## src/rtl/mbox_pkg.sv

```systemverilog
package mbox_pkg;

   // Bits needed to hold a count from 0 to depth inclusive.
   function automatic int unsigned count_bits(input int unsigned depth);
      return $clog2(depth + 1);
   endfunction

   // Bits needed to select one of n slots (at least one bit).
   function automatic int unsigned sel_bits(input int unsigned n);
      return (n <= 1) ? 1 : $clog2(n);
   endfunction

   // Power-of-two test used by elaboration checks.
   function automatic bit is_pow2(input int unsigned v);
      return (v != 0) && ((v & (v - 1)) == 0);
   endfunction

endpackage

```

## src/rtl/mbox_in_fifo.sv

```systemverilog
module mbox_in_fifo
   import mbox_pkg::*;
#(
   parameter int unsigned DATA_W = 32,
   parameter int unsigned DEPTH  = 4
)(
   input  logic                                 clk,
   input  logic                                 rst_n,
   input  logic                                 wr_en,
   input  logic [DATA_W-1:0]                    wr_data,
   input  logic                                 rd_ready,
   output logic                                 rd_valid,
   output logic [DATA_W-1:0]                    rd_data,
   output logic [count_bits(DEPTH)-1:0]         count,
   output logic [count_bits(DEPTH)-1:0]         free,
   output logic                                 ovf
);
   localparam int unsigned PTR_W = (DEPTH <= 1) ? 1 : $clog2(DEPTH);
   localparam int unsigned CNT_W = count_bits(DEPTH);
   localparam logic [CNT_W-1:0] FULL_CNT = CNT_W'(DEPTH);

   generate
      if (DEPTH < 2 || !is_pow2(DEPTH)) begin : g_bad_depth
         $error("mbox_in_fifo: DEPTH must be a power of two of at least 2");
      end
      if (DATA_W < 1) begin : g_bad_width
         $error("mbox_in_fifo: DATA_W must be positive");
      end
   endgenerate

   logic [DATA_W-1:0] store [DEPTH];
   logic [PTR_W-1:0]  head_q, tail_q;
   logic [CNT_W-1:0]  cnt_q;
   logic              ovf_q;
   logic              is_full, is_empty, pop, push, drop;

   assign is_full  = (cnt_q == FULL_CNT);
   assign is_empty = (cnt_q == '0);
   assign pop      = rd_ready && !is_empty;
   // A push into a full queue is allowed when a pop frees a slot this cycle.
   assign push     = wr_en && (!is_full || pop);
   assign drop     = wr_en && !push;

   always_ff @(posedge clk) begin
      if (push) begin
         store[tail_q] <= wr_data;
      end
   end

   always_ff @(posedge clk or negedge rst_n) begin
      if (!rst_n) begin
         head_q <= '0;
         tail_q <= '0;
         cnt_q  <= '0;
         ovf_q  <= 1'b0;
      end else begin
         if (push) tail_q <= tail_q + PTR_W'(1);
         if (pop)  head_q <= head_q + PTR_W'(1);
         cnt_q <= cnt_q + CNT_W'(push) - CNT_W'(pop);
         if (drop) ovf_q <= 1'b1;
      end
   end

   assign rd_valid = !is_empty;
   assign rd_data  = store[head_q];
   assign count    = cnt_q;
   assign free     = FULL_CNT - cnt_q;
   assign ovf      = ovf_q;

   AST_IN_CNT_BOUND: assert property (@(posedge clk) disable iff (!rst_n)
      cnt_q <= FULL_CNT) else $error("queue count above depth");

   AST_IN_EMPTY_STALL: assert property (@(posedge clk) disable iff (!rst_n)
      (is_empty && rd_ready) |=> (cnt_q <= CNT_W'(1))) else $error("pop from empty queue");

   AST_IN_DROP_FLAG: assert property (@(posedge clk) disable iff (!rst_n)
      (wr_en && is_full && !rd_ready) |=> (ovf_q && cnt_q == FULL_CNT)) else $error("full write not dropped");

   AST_IN_OVF_STICKY: assert property (@(posedge clk) disable iff (!rst_n)
      ovf_q |=> ovf_q) else $error("overflow flag cleared");

   AST_IN_SWAP_FULL: assert property (@(posedge clk) disable iff (!rst_n)
      (wr_en && is_full && rd_ready) |=> (cnt_q == FULL_CNT && $stable(ovf_q))) else $error("pop+push on full failed");

endmodule

```

## src/rtl/mbox_out_slot.sv

```systemverilog
module mbox_out_slot #(
   parameter int unsigned DATA_W = 32
)(
   input  logic              clk,
   input  logic              rst_n,
   input  logic              host_rd,
   input  logic              core_req,
   input  logic [DATA_W-1:0] core_data,
   output logic              core_ready,
   output logic              full,
   output logic [DATA_W-1:0] data
);
   logic              full_q;
   logic [DATA_W-1:0] data_q;
   logic              take;

   // Read-first: a host read in this cycle frees the slot for the core.
   assign core_ready = !full_q || host_rd;
   assign take       = core_req && core_ready;

   always_ff @(posedge clk or negedge rst_n) begin
      if (!rst_n) begin
         full_q <= 1'b0;
         data_q <= '0;
      end else begin
         if (take) begin
            full_q <= 1'b1;
            data_q <= core_data;
         end else if (host_rd) begin
            full_q <= 1'b0;
         end
      end
   end

   assign full = full_q;
   assign data = data_q;

   AST_SLOT_HOLD: assert property (@(posedge clk) disable iff (!rst_n)
      (full_q && !host_rd) |=> (full_q && $stable(data_q))) else $error("occupied slot changed");

   AST_SLOT_READ_FIRST: assert property (@(posedge clk) disable iff (!rst_n)
      (full_q && host_rd && core_req) |=> full_q) else $error("race lost the core message");

   AST_SLOT_DRAIN: assert property (@(posedge clk) disable iff (!rst_n)
      (host_rd && !core_req) |=> !full_q) else $error("read did not empty slot");

endmodule

```

## src/rtl/mbox_unit.sv

```systemverilog
module mbox_unit
   import mbox_pkg::*;
#(
   parameter int unsigned DATA_W   = 32,
   parameter int unsigned IN_DEPTH = 4,
   parameter int unsigned N_OUT    = 2,
   parameter int unsigned IRQ_SLOT = 1
)(
   input  logic                               clk,
   input  logic                               rst_n,
   input  logic                               h_wr_en,
   input  logic [DATA_W-1:0]                  h_wr_data,
   input  logic                               h_rd_en,
   input  logic [sel_bits(N_OUT)-1:0]         h_rd_sel,
   output logic [DATA_W-1:0]                  h_rd_data,
   output logic                               h_rd_valid,
   output logic [count_bits(IN_DEPTH)-1:0]    h_in_free,
   output logic [N_OUT-1:0]                   h_out_full,
   output logic                               h_ovf,
   output logic                               irq,
   input  logic                               c_rd_ready,
   output logic                               c_rd_valid,
   output logic [DATA_W-1:0]                  c_rd_data,
   output logic [count_bits(IN_DEPTH)-1:0]    c_in_count,
   input  logic                               c_wr_valid,
   input  logic [sel_bits(N_OUT)-1:0]         c_wr_sel,
   input  logic [DATA_W-1:0]                  c_wr_data,
   output logic                               c_wr_ready,
   output logic [N_OUT-1:0]                   c_out_free
);
   localparam int unsigned SEL_W = sel_bits(N_OUT);
   localparam int unsigned CNT_W = count_bits(IN_DEPTH);

   generate
      if (N_OUT < 1) begin : g_bad_nout
         $error("mbox_unit: N_OUT must be at least 1");
      end
      if (IRQ_SLOT >= N_OUT) begin : g_bad_irq
         $error("mbox_unit: IRQ_SLOT must name an existing slot");
      end
   endgenerate

   // Inbound queue, host to core
   logic [CNT_W-1:0] in_cnt, in_free;

   mbox_in_fifo #(.DATA_W(DATA_W), .DEPTH(IN_DEPTH)) u_in (
      .clk      (clk),
      .rst_n    (rst_n),
      .wr_en    (h_wr_en),
      .wr_data  (h_wr_data),
      .rd_ready (c_rd_ready),
      .rd_valid (c_rd_valid),
      .rd_data  (c_rd_data),
      .count    (in_cnt),
      .free     (in_free),
      .ovf      (h_ovf)
   );

   assign c_in_count = in_cnt;
   assign h_in_free  = in_free;

   // Outbound slots, core to host
   logic [N_OUT-1:0]  slot_full, slot_rd, slot_req, slot_rdy;
   logic [DATA_W-1:0] slot_data [N_OUT];

   for (genvar gi = 0; gi < N_OUT; gi++) begin : g_slot
      assign slot_rd[gi]  = h_rd_en    && (h_rd_sel == SEL_W'(gi));
      assign slot_req[gi] = c_wr_valid && (c_wr_sel == SEL_W'(gi));

      mbox_out_slot #(.DATA_W(DATA_W)) u_slot (
         .clk        (clk),
         .rst_n      (rst_n),
         .host_rd    (slot_rd[gi]),
         .core_req   (slot_req[gi]),
         .core_data  (c_wr_data),
         .core_ready (slot_rdy[gi]),
         .full       (slot_full[gi]),
         .data       (slot_data[gi])
      );
   end

   // Host read return and core write handshake
   always_comb begin
      h_rd_valid = 1'b0;
      h_rd_data  = '0;
      c_wr_ready = 1'b0;
      for (int i = 0; i < N_OUT; i++) begin
         if (slot_rd[i] && slot_full[i]) begin
            h_rd_valid = 1'b1;
            h_rd_data  = slot_data[i];
         end
         if (c_wr_sel == SEL_W'(i)) begin
            c_wr_ready = slot_rdy[i];
         end
      end
   end

   assign h_out_full = slot_full;
   assign c_out_free = ~slot_full;
   // Level interrupt; drops in the cycle the host reads the slot.
   assign irq = slot_full[IRQ_SLOT] && !slot_rd[IRQ_SLOT];

   AST_IRQ_HELD: assert property (@(posedge clk) disable iff (!rst_n)
      irq |-> h_out_full[IRQ_SLOT]) else $error("irq without message");

   AST_IRQ_RAISE: assert property (@(posedge clk) disable iff (!rst_n)
      (c_wr_valid && c_wr_ready && c_wr_sel == SEL_W'(IRQ_SLOT)) |=> h_out_full[IRQ_SLOT]) else $error("irq slot not filled");

   AST_EMPTY_READ_ZERO: assert property (@(posedge clk) disable iff (!rst_n)
      (h_rd_en && !h_out_full[h_rd_sel]) |-> (h_rd_data == '0 && !h_rd_valid)) else $error("empty read returned data");

   AST_STATUS_SUM: assert property (@(posedge clk) disable iff (!rst_n)
      (CNT_W'(h_in_free + c_in_count) == CNT_W'(IN_DEPTH))) else $error("status counts disagree");

endmodule

```

## config.mk

```make
export PLATFORM = sky130hd
export DESIGN_NAME = mbox_unit
export DESIGN_NICKNAME = d
export VERILOG_FILES = /design/src/rtl/mbox_pkg.sv /design/src/rtl/mbox_in_fifo.sv /design/src/rtl/mbox_out_slot.sv /design/src/rtl/mbox_unit.sv
export SDC_FILE = /design/constraint.sdc
export NUM_CORES = 1
export LEC_CHECK = 0
export CORE_ASPECT_RATIO = 0.9
export CORE_MARGIN = 2
export CORE_UTILIZATION = 30
export CTS_BUF_LIST = sky130_fd_sc_hd__clkbuf_4 sky130_fd_sc_hd__clkbuf_8
export DETAILED_ROUTE_END_ITERATION = 12
export DONT_BUFFER_PORTS = 1
export PLACE_DENSITY = 0.46
export SETUP_SLACK_MARGIN = 0.02
export SLEW_MARGIN = 20
export SYNTH_ARGS = -nofsm -noshare
export SYNTH_HDL_FRONTEND = slang
export SYNTH_SLANG_ARGS = --single-unit
```

## constraint.sdc

```tcl
create_clock -name clk -period 7.2 [get_ports clk]
set_clock_uncertainty 0.15 [all_clocks]
set_input_delay 0.36 -clock clk [delete_from_list [all_inputs] [get_ports clk]]
set_output_delay 0.36 -clock clk [all_outputs]
set_load 0.02 [all_outputs]
```

# Yosys cells after proc, flatten, opt, wreduce, memory -nomap -nowiden
# Memories as Yosys holds them, arrays and structs flattened.
# Cells that the tools add are included.
# W data, S select, Z words.
# totals
in_bits	72
n_memories	1
output_inout_bits	79
register_bits	74
ram_bits	128
# op_classes
muxes	11
bitwise	3
reduce_logical	24
eq_ne	1
addsub	5
# memory_table
name	words	width	read_ports	rd_clocked_by_memory_dff	write_ports	line	rtl
u_in.store	4	32	1	0	1	mbox_in_fifo.sv:31	logic [DATA_W-1:0] store [DEPTH];
# ops
op	n
$mux W32	2
$logic_and A1 B1 Y1	12
$mux W1	9
$logic_not A1 Y1	6
$add A2 B1 Y2 const B	2
$reduce_bool A2 Y1	2
$add A3 B1 Y3	1
$eq A3 B3 Y1 const B	1
$logic_not A3 Y1	1
$logic_or A1 B1 Y1	3
$sub A3 B1 Y3	1
$sub A3 B3 Y3 const A	1
$not A1 Y1	2
$not A2 Y2	1

# Depth between registers and ports, before layout
# Gate-level depths: netlist (run 1).
# depth
word_depth	7
depth_mapped	11

# Hierarchy
# From an unflattened synthesis (run 1), not the netlist that was laid out.
# unflattened
cells_unflattened	474
area_unflattened_um2	8774.7
# by_module_without_submodules
module	area_each_um2	instances	cells_each
mbox_in_fifo	5168.7	1	212
mbox_out_slot	1391.3	2	71
mbox_unit	823.3	1	120

# Worst setup path after synthesis (run 1)
# OpenSTA, ideal clock, no wires.
# synth_path
kind	reg-to-reg
from	reg u_in.cnt_q[1], in the netlist u_in.count[1]
to	mem u_in.store[0][0], enable pin
path_buffers	0
period_less_slack_ns	2.817
arrival_time_ns	2.275
path_stages_with_launch	7
path_slack_ns	4.383
required_time_ns	6.658
cell_sequence	dfrtp_1 inv_1 ha_1 ha_1 nand2b_1 a21boi_2 and2_1
# synth_via
elab_chain_len	7
# synth_lines
item	line	rtl
start, declared	mbox_in_fifo.sv:33	logic [CNT_W-1:0] cnt_q;
start signal, assigned	mbox_in_fifo.sv:59	cnt_q <= cnt_q + CNT_W'(push) - CNT_W'(pop);
$logic_not A3 Y1	mbox_in_fifo.sv:38	assign is_empty = (cnt_q == '0);
$logic_not A1 Y1	mbox_in_fifo.sv:39	assign pop = rd_ready && !is_empty;
$logic_and A1 B1 Y1	mbox_in_fifo.sv:39	
$logic_or A1 B1 Y1 (*)	mbox_in_fifo.sv:41	assign push = wr_en && (!is_full || pop);
$logic_and A1 B1 Y1 (*)	mbox_in_fifo.sv:41	
$mux W1 (*)	mbox_in_fifo.sv:45	if (push) begin
$mux W1 (implied by the code) (*)	mbox_in_fifo.sv:46	store[tail_q] <= wr_data;
end, declared	mbox_in_fifo.sv:31	
# Mark *: on every way between the ends. The rest lies on a longest branch, timed or not.

# Worst setup path in the final report (run 1)
# layout_path
from	reg u_in.cnt_q[0], in the netlist u_in.count[0]
to	mem u_in.store[1][13], enable pin
# Same word-level chain as after synthesis.

==> flow_summary_export.csv, run 1 <==
group,metric,value,unit
power,sw_frac_of_total,31.9,%
status,status,"finished clean",
clock_network,hold_buffers,74,
clock_network,cts_max_level,2,
global_routing,grt_util_all_layers,11.9,%
sta,finalSetupTns,0,ns
synthesis,syn-cell-area,0.00800,mm^2
min_path,min_path_type,"in -> reg",
critical_path,critPathKind,"reg -> reg",
sta,fmax,0.325,GHz
global_routing,antenna_found_initial,3,
die,design.core.area,0.0261,mm^2
critical_path,r2r_cells,6,
die,die_h,159,um
die,die_area,0.0280,mm^2
synthesis,ys_types,26,
critical_path,r2r_start,"u_in.count[0]",
detailed_routing,drtIter0Drc,193,
clock_network,post_cts_buffers,0,
placed_design,portBuffers,0,
critical_path,critPathArrivalTime,3.04,ns
power,p_switching,1.17,mW
placed_design,place_inst,733,
layout,ff_latch_area,0.00570,mm^2
global_routing,first_global_vias,4513,
detailed_routing,drc,0,
clock_network,cts_tree,"done",
detailed_routing,drtAntennaViolNets,0,
synthesis,ys_seq_elements,202,
detailed_routing,wl,16600,um
power,combPwrFrac,25.6,%
placed_design,dp_hpwl,10000,um
sta,worst_hold_slack,0.0591,ns
sta,slew_headroom,30.5,%
critical_path,end_kind,"register",
placed_design,gp_congestion,0.668,
layout,drive_gt1_share,32.5,%
run,maxCapViolCount,0,
clock_network,cts.sinks,202,
sta,slew_violations,0,
critical_path,slowest_stage,"and2_2",
power,ir_worst_vdd,208,uV
sta,tightest_slew,1.04,ns
sta,finalHoldViolations,0,
layout,fin_nets,580,
synthesis,syn_nets,487,
layout,multiInputGateArea,0.00209,mm^2
detailed_routing,vias,4002,
power,intPower,2.49,mW
sta,rsz0062_at_grt,"false",
global_routing,grt_pass1_wl,25600,um
min_path,min_path_cells,2,
clock_network,post_cts_resized,0,
die,io_pins,151,
power,leakagePower,3.55,nW
sta,period_minus_slack,3.08,ns
sta,fin_crit_sh,42.7,%
critical_path,r2r_slack,4.12,ns
critical_path,crit_fanout,32,
critical_path,cpMostUsedCell,"ha_1",
clock_network,clk_latency,0.50,ns
clock_network,clk_pin_slew,0.06,ns
synthesis,seq_area_frac_synth,71.2,%
synthesis,synthCells,405,
critical_path,path_cells,"inv_1 -> ha_1 -> ha_1 -> nand2b_1 -> a21boi_2 -> and2_2",
power,seq_power_share,45.6,%
critical_path,critPathTopFamily,"simple AND/OR/NAND/NOR gates",
min_path,hold_end,"u_in.tail_q[0]",
layout,finalNonFillerCells,874,
min_path,min_from,"h_wr_en",
synthesis,avgSynthCellArea,19.7,um^2
die,floorplan.rows,56,
synthesis,synth_warnings,0,
clock_network,clock-root-buffer,"clkbuf_8",
clock_network,numCtsBuffers,37,
critical_path,required,7.17,ns
layout,syn_to_final_growth,22.5,%
detailed_routing,drt-vias-per-instance,4.58,
die,fp.dieW,176,um
critical_path,crit_path_max_incr_delay,0.82,ns
die,start_util,30.6,%
power,power_frac_clock,28.9,%
detailed_routing,first_pass_iters,6,
layout,post-route-util,37.5,%
critical_path,cp.buffers_inverters,1,
critical_path,crit_path_start_kind,"register",
critical_path,r2r_end,"u_in.store[1][13]",
global_routing,grt-ovfl-total,0,
global_routing,grt_max_degree,75,
clock_network,cts_buffer_depth,3,
layout,n_fill_cell,2391,
sta,setup_viol,0,
detailed_routing,wl_per_cell,19.0,um
power,powerDensity,373,mW/mm^2
## cells by family after synthesis
group                      share of synthesized area [%]
xor gates and xnor gates                           0.657
muxes                                               18.2
buffers and inverters                               2.78
adders and majority gates                           1.66
and+or+nand+nor                                     1.30
AOI/OAI and AO/OA                                   4.22
DFF                                                 71.2
## metal layers
layer	track usage (%)	vias to the layer above	share of wire [%]	wire [um]
met1	14.5	2052	41	6840
met4	4.09	0	2.2	373
met5	0	-	0	0
met3	4.81	34	9.0	1490
met2	19.3	138	48	7890
li1	-	1778	-	-
## power groups by stage
stage	clock network [mW]	registers (mW)	logic, mW
after floorplan	0	1.61	0.793
after detailed placement	0	1.70	0.911
final	1.06	1.67	0.935
after CTS	1.10	1.67	0.967
after global placement	0	1.68	0.897
after global routing	1.16	1.70	1.01
## cell usage after synthesis, drive strengths merged
cell type / number / share of area, %
a21boi: 2 / 0.28
a21oi: 1 / 0.20
a221o: 1 / 0.13
a22o: 32 / 3.5
a31o: 1 / 0.11
and2: 4 / 0.31
and3: 1 / 0.078
buf: 22 / 2.1
clkbuf: 2 / 0.094
dfrtp: 74 / 23
edfxtp: 128 / 48
fa: 1 / 0.25
ha: 9 / 1.4
inv: 12 / 0.56
mux2: 65 / 9.2
mux4: 32 / 9.0
nand2: 4 / 0.19
nand2b: 4 / 0.41
nor2: 3 / 0.23
or2: 1 / 0.078
xnor2: 6 / 0.66
## worst max path at each step
stage,startpoint,end,slack [ns],cells past startpoint
3_5_place_dp,u_in.count[0],u_in.store[2][20],4.07,6
3_3_place_gp,u_in.count[0],u_in.store[0][15],4.14,6
4_1_cts,u_in.count[0],u_in.store[2][13],4.05,6
6_report,u_in.count[0],u_in.store[1][13],4.12,6
2_1_floorplan,u_in.count[1],u_in.store[0][0],4.38,6
5_1_grt,u_in.count[0],u_in.store[3][16],3.86,6
## placed cells by master (no fill, tap or decap), types with 2 or more instances in the layout
cell / n
dfrtp_2: 2
clkinv_2: 2
buf_4: 3
a21boi_2: 2
mux2_1: 3
and2_2: 4
diode_2: 3
mux4_2: 32
inv_1: 12
clkinv_1: 7
dfrtp_1: 72
clkbuf_4: 14
nand2_1: 4
mux2_2: 62
xnor2_1: 6
clkbuf_8: 39
a22o_1: 32
buf_16: 2
dlygate4sd3_1: 73
ha_1: 9
nand2b_1: 3
edfxtp_1: 128
## registers in the layout (all words and copies together) (netlist names)
name / count
u_in.tail_q: 2
g_slot.u_slot.full: 2
u_in.count: 3
g_slot.u_slot.data: 64
u_in.store: 128
u_in.ovf: 1
u_in.head_q: 2
## through the flow
stage	worst slack (ns)	cell area [um^2]	power (mW)
after global routing	3.86	9790	3.87
after global placement	4.14	8290	2.58
after detailed placement	4.07	8320	2.61
after floorplan	4.38	8000	2.40
after CTS	4.05	9790	3.74
final	4.12	9800	3.66
## area by class of cell
class | instances | share of cell area, %
flip-flops and latches | 202 | 58.2
inverters | 12 | 0.460
repair buffers | 78 | 8.25
well taps | 348 | 4.44
diodes | 3 | 0.0766
multi-input cells | 167 | 21.3
clock buffers | 53 | 6.55
clock inverters | 11 | 0.754
Power figures use the tool's default switching activity.
==> run 2: changes to the inputs <==
--- a/config.mk
+++ b/config.mk
@@ -5,6 +5,7 @@
 export SDC_FILE = /design/constraint.sdc
 export NUM_CORES = 1
 export LEC_CHECK = 0
+export ABC_AREA = 1
 export CORE_ASPECT_RATIO = 0.9
 export CORE_MARGIN = 2
 export CORE_UTILIZATION = 30
==> constraint.sdc (replaced) <==
create_clock -name clk -period 2.9 [get_ports clk]
set_clock_uncertainty 0.15 [all_clocks]
set_input_delay 0.145 -clock clk [delete_from_list [all_inputs] [get_ports clk]]
set_output_delay 0.145 -clock clk [all_outputs]
set_load 0.02 [all_outputs]
==> run 2 against run 1 <==
- via count grew 54%
- critical endpoint is now h_rd_data[16]
- largest cell class unchanged
- worst setup slack lost 3.8 ns
- first-iteration DRC count grew 41%
==> flow_summary_export.csv, run 2 <==
group,metric,value,unit
detailed_routing,wl,21500,um
die,io_pins,151,
detailed_routing,drtIter0Drc,273,
die,design.core.area,0.0291,mm^2
placed_design,place_area,0.00963,mm^2
sta,slew_headroom,46.2,%
synthesis,synth_warnings,0,
clock_network,cts.sinks,202,
clock_network,clk_latency,0.53,ns
clock_network,clock-root-buffer,"clkbuf_8",
synthesis,avgSynthCellArea,10.3,um^2
placed_design,dp_hpwl,12700,um
critical_path,path_cells,"nand3_1 -> buf_12 -> o22ai_1 -> buf_4",
sta,finalHoldViolations,0,
placed_design,gp_congestion,0.737,
synthesis,synth_most_common_cell,"nand2_1",
critical_path,slowest_stage,"dfrtp_1",
global_routing,antenna_found_initial,1,
power,powerDensity,878,mW/mm^2
layout,drive_gt1_share,15.3,%
clock_network,cts_tree,"done",
die,start_util,30.7,%
sta,setup_viol,0,
synthesis,synth_top_area_share,43.1,%
synthesis,ys_types,23,
detailed_routing,drtAntennaViolNets,0,
run,maxCapViolCount,0,
die,fp.dieW,186,um
layout,final_area,0.0112,mm^2
detailed_routing,drc,0,
placed_design,portBuffers,0,
sta,rsz0062_at_grt,"false",
clock_network,post_cts_resized,0,
critical_path,critPathLaunch,"g_slot[0].u_slot.full",
critical_path,r2r_start,"u_in.count[1]",
synthesis,synth_common_cells,"nand2_1, inv_1, edfxtp_1",
detailed_routing,vias,6149,
critical_path,critPathTopFamily,"buffers and inverters",
clock_network,clk_pin_slew,0.06,ns
synthesis,seq_area_frac_synth,63.9,%
clock_network,cts_max_level,2,
synthesis,syn-cell-area,0.00891,mm^2
synthesis,synth-edff-count,128,
detailed_routing,first_pass_iters,4,
global_routing,first_global_vias,6288,
detailed_routing,drt-vias-per-instance,4.34,
global_routing,grt_max_degree,75,
sta,fin_crit_sh,87.7,%
synthesis,synth_area_leaders,"edfxtp_1, dfrtp_1, nand2_1",
status,status,"finished clean",
critical_path,critPathArrivalTime,2.25,ns
synthesis,yosysTopAreaCell,"edfxtp_1",
global_routing,grt_pass1_wl,34200,um
sta,finalSetupTns,0,ns
die,die_h,168,um
synthesis,ys_seq_elements,202,
layout,syn_to_final_growth,25.8,%
clock_network,numCtsBuffers,38,
critical_path,end_kind,"primary output",
critical_path,crit_path_max_incr_delay,0.50,ns
power,leakagePower,5.06,nW
critical_path,required,2.61,ns
clock_network,cts_buffer_depth,3,
sta,period_minus_slack,2.54,ns
sta,slew_violations,0,
critical_path,cp.buffers_inverters,2,
sta,tightest_slew,0.808,ns
global_routing,grt_util_all_layers,14.0,%
power,ir_worst_vdd,446,uV
sta,fmax,0.393,GHz
critical_path,crit_path_start_kind,"register",
layout,fin_nets,1078,
global_routing,grt-ovfl-total,0,
synthesis,synth_ff_type,"edfxtp_1",
layout,final_common_cell,"nand2_1",
detailed_routing,wl_per_cell,15.2,um
min_path,min_path_type,"in -> async",
layout,largest_register,"u_in.store",
layout,largest_reg_flops,128,
layout,final_cell_mix,"nand2_1, inv_1, edfxtp_1",
die,floorplan.rows,59,
synthesis,async_flop_share,36.6,%
synthesis,synthCells,867,
critical_path,critPathKind,"reg -> out",
synthesis,syn_nets,949,
layout,n_fill_cell,2970,
critical_path,crit_fanout,23,
die,die_area,0.0311,mm^2
[run 2: logic make-up after synthesis]
| family | synth area share, % |
|---|---|
| XOR/XNOR | 0.295 |
| AO/OA/AOI/OAI | 8.73 |
| flip-flops | 63.9 |
| buffers and inverters | 9.70 |
| adder cells (fa/ha/maj) | 1.49 |
| AND/OR/NAND/NOR | 15.9 |
[run 2: layer usage]
| metal | vias up | track usage (%) | share of wire, % |
|---|---|---|---|
| li1 | 3068 | - | - |
| met1 | 2872 | 17.0 | 43 |
| met2 | 166 | 23.1 | 46 |
| met3 | 43 | 4.81 | 8.1 |
| met4 | 0 | 4.55 | 2.3 |
| met5 | - | 0 | 0 |
[run 2: through the flow]
stage | worst slack [ns] | hold WS (ns) | util, % | total power, mW | std cells
global route | 0.190 | 0.0123 | 38.6 | 10.5 | 1416
finish | 0.356 | 0.00734 | 38.6 | 9.84 | 1416
detailed placement | 0.400 | -0.298 | 33.1 | 7.11 | 1269
floorplan | -0.117 | -0.301 | - | 6.42 | 867
global placement | 0.448 | -0.298 | 33.1 | 7.08 | 1269
CTS | 0.287 | 0.0180 | 38.5 | 10.1 | 1415
[run 2: path summary, 6_finish.rpt]
path	end	slack [ns]	depth (start not counted)
hold reg to reg	g_slot[1].u_slot.data[5]	0.32	2
setup reg to reg	u_in.count[2]	0.40	13
min in group clk	g_slot[1].u_slot.full	0.15	3
hold / removal	g_slot[0].u_slot.data[14]	0.007	2
setup / recovery	h_rd_data[16]	0.36	4
max in group asynchronous	u_in.head_q[0]	2.24	2
[run 2: timing repair]
item | in CTS | in global routing
hold buffers | 83 | 0
buffers inserted | 0 | 0
endpoints found under the hold margin | 275 | 0
[run 2: power breakdown]
part,leakage [nW],total [mW],switching [mW],internal (mW)
logic,2.59,3.21,2.26,0.943
clock network,0.387,2.72,1.22,1.51
registers,2.08,3.92,0.234,3.68
total,5.06,9.84,3.71,6.13
[run 2: cell type report]
cell class              instances  area [um^2]  share of cell area [%]
flip-flops and latches        202         5700                    50.8
diodes                          1         2.50                  0.0223
repair buffers                137         1330                    11.8
inverters                     153          577                    5.14
clock inverters                10         50.0                   0.446
well taps                     396          495                    4.42
multi-input cells             464         2380                    21.3
clock buffers                  53          679                    6.06
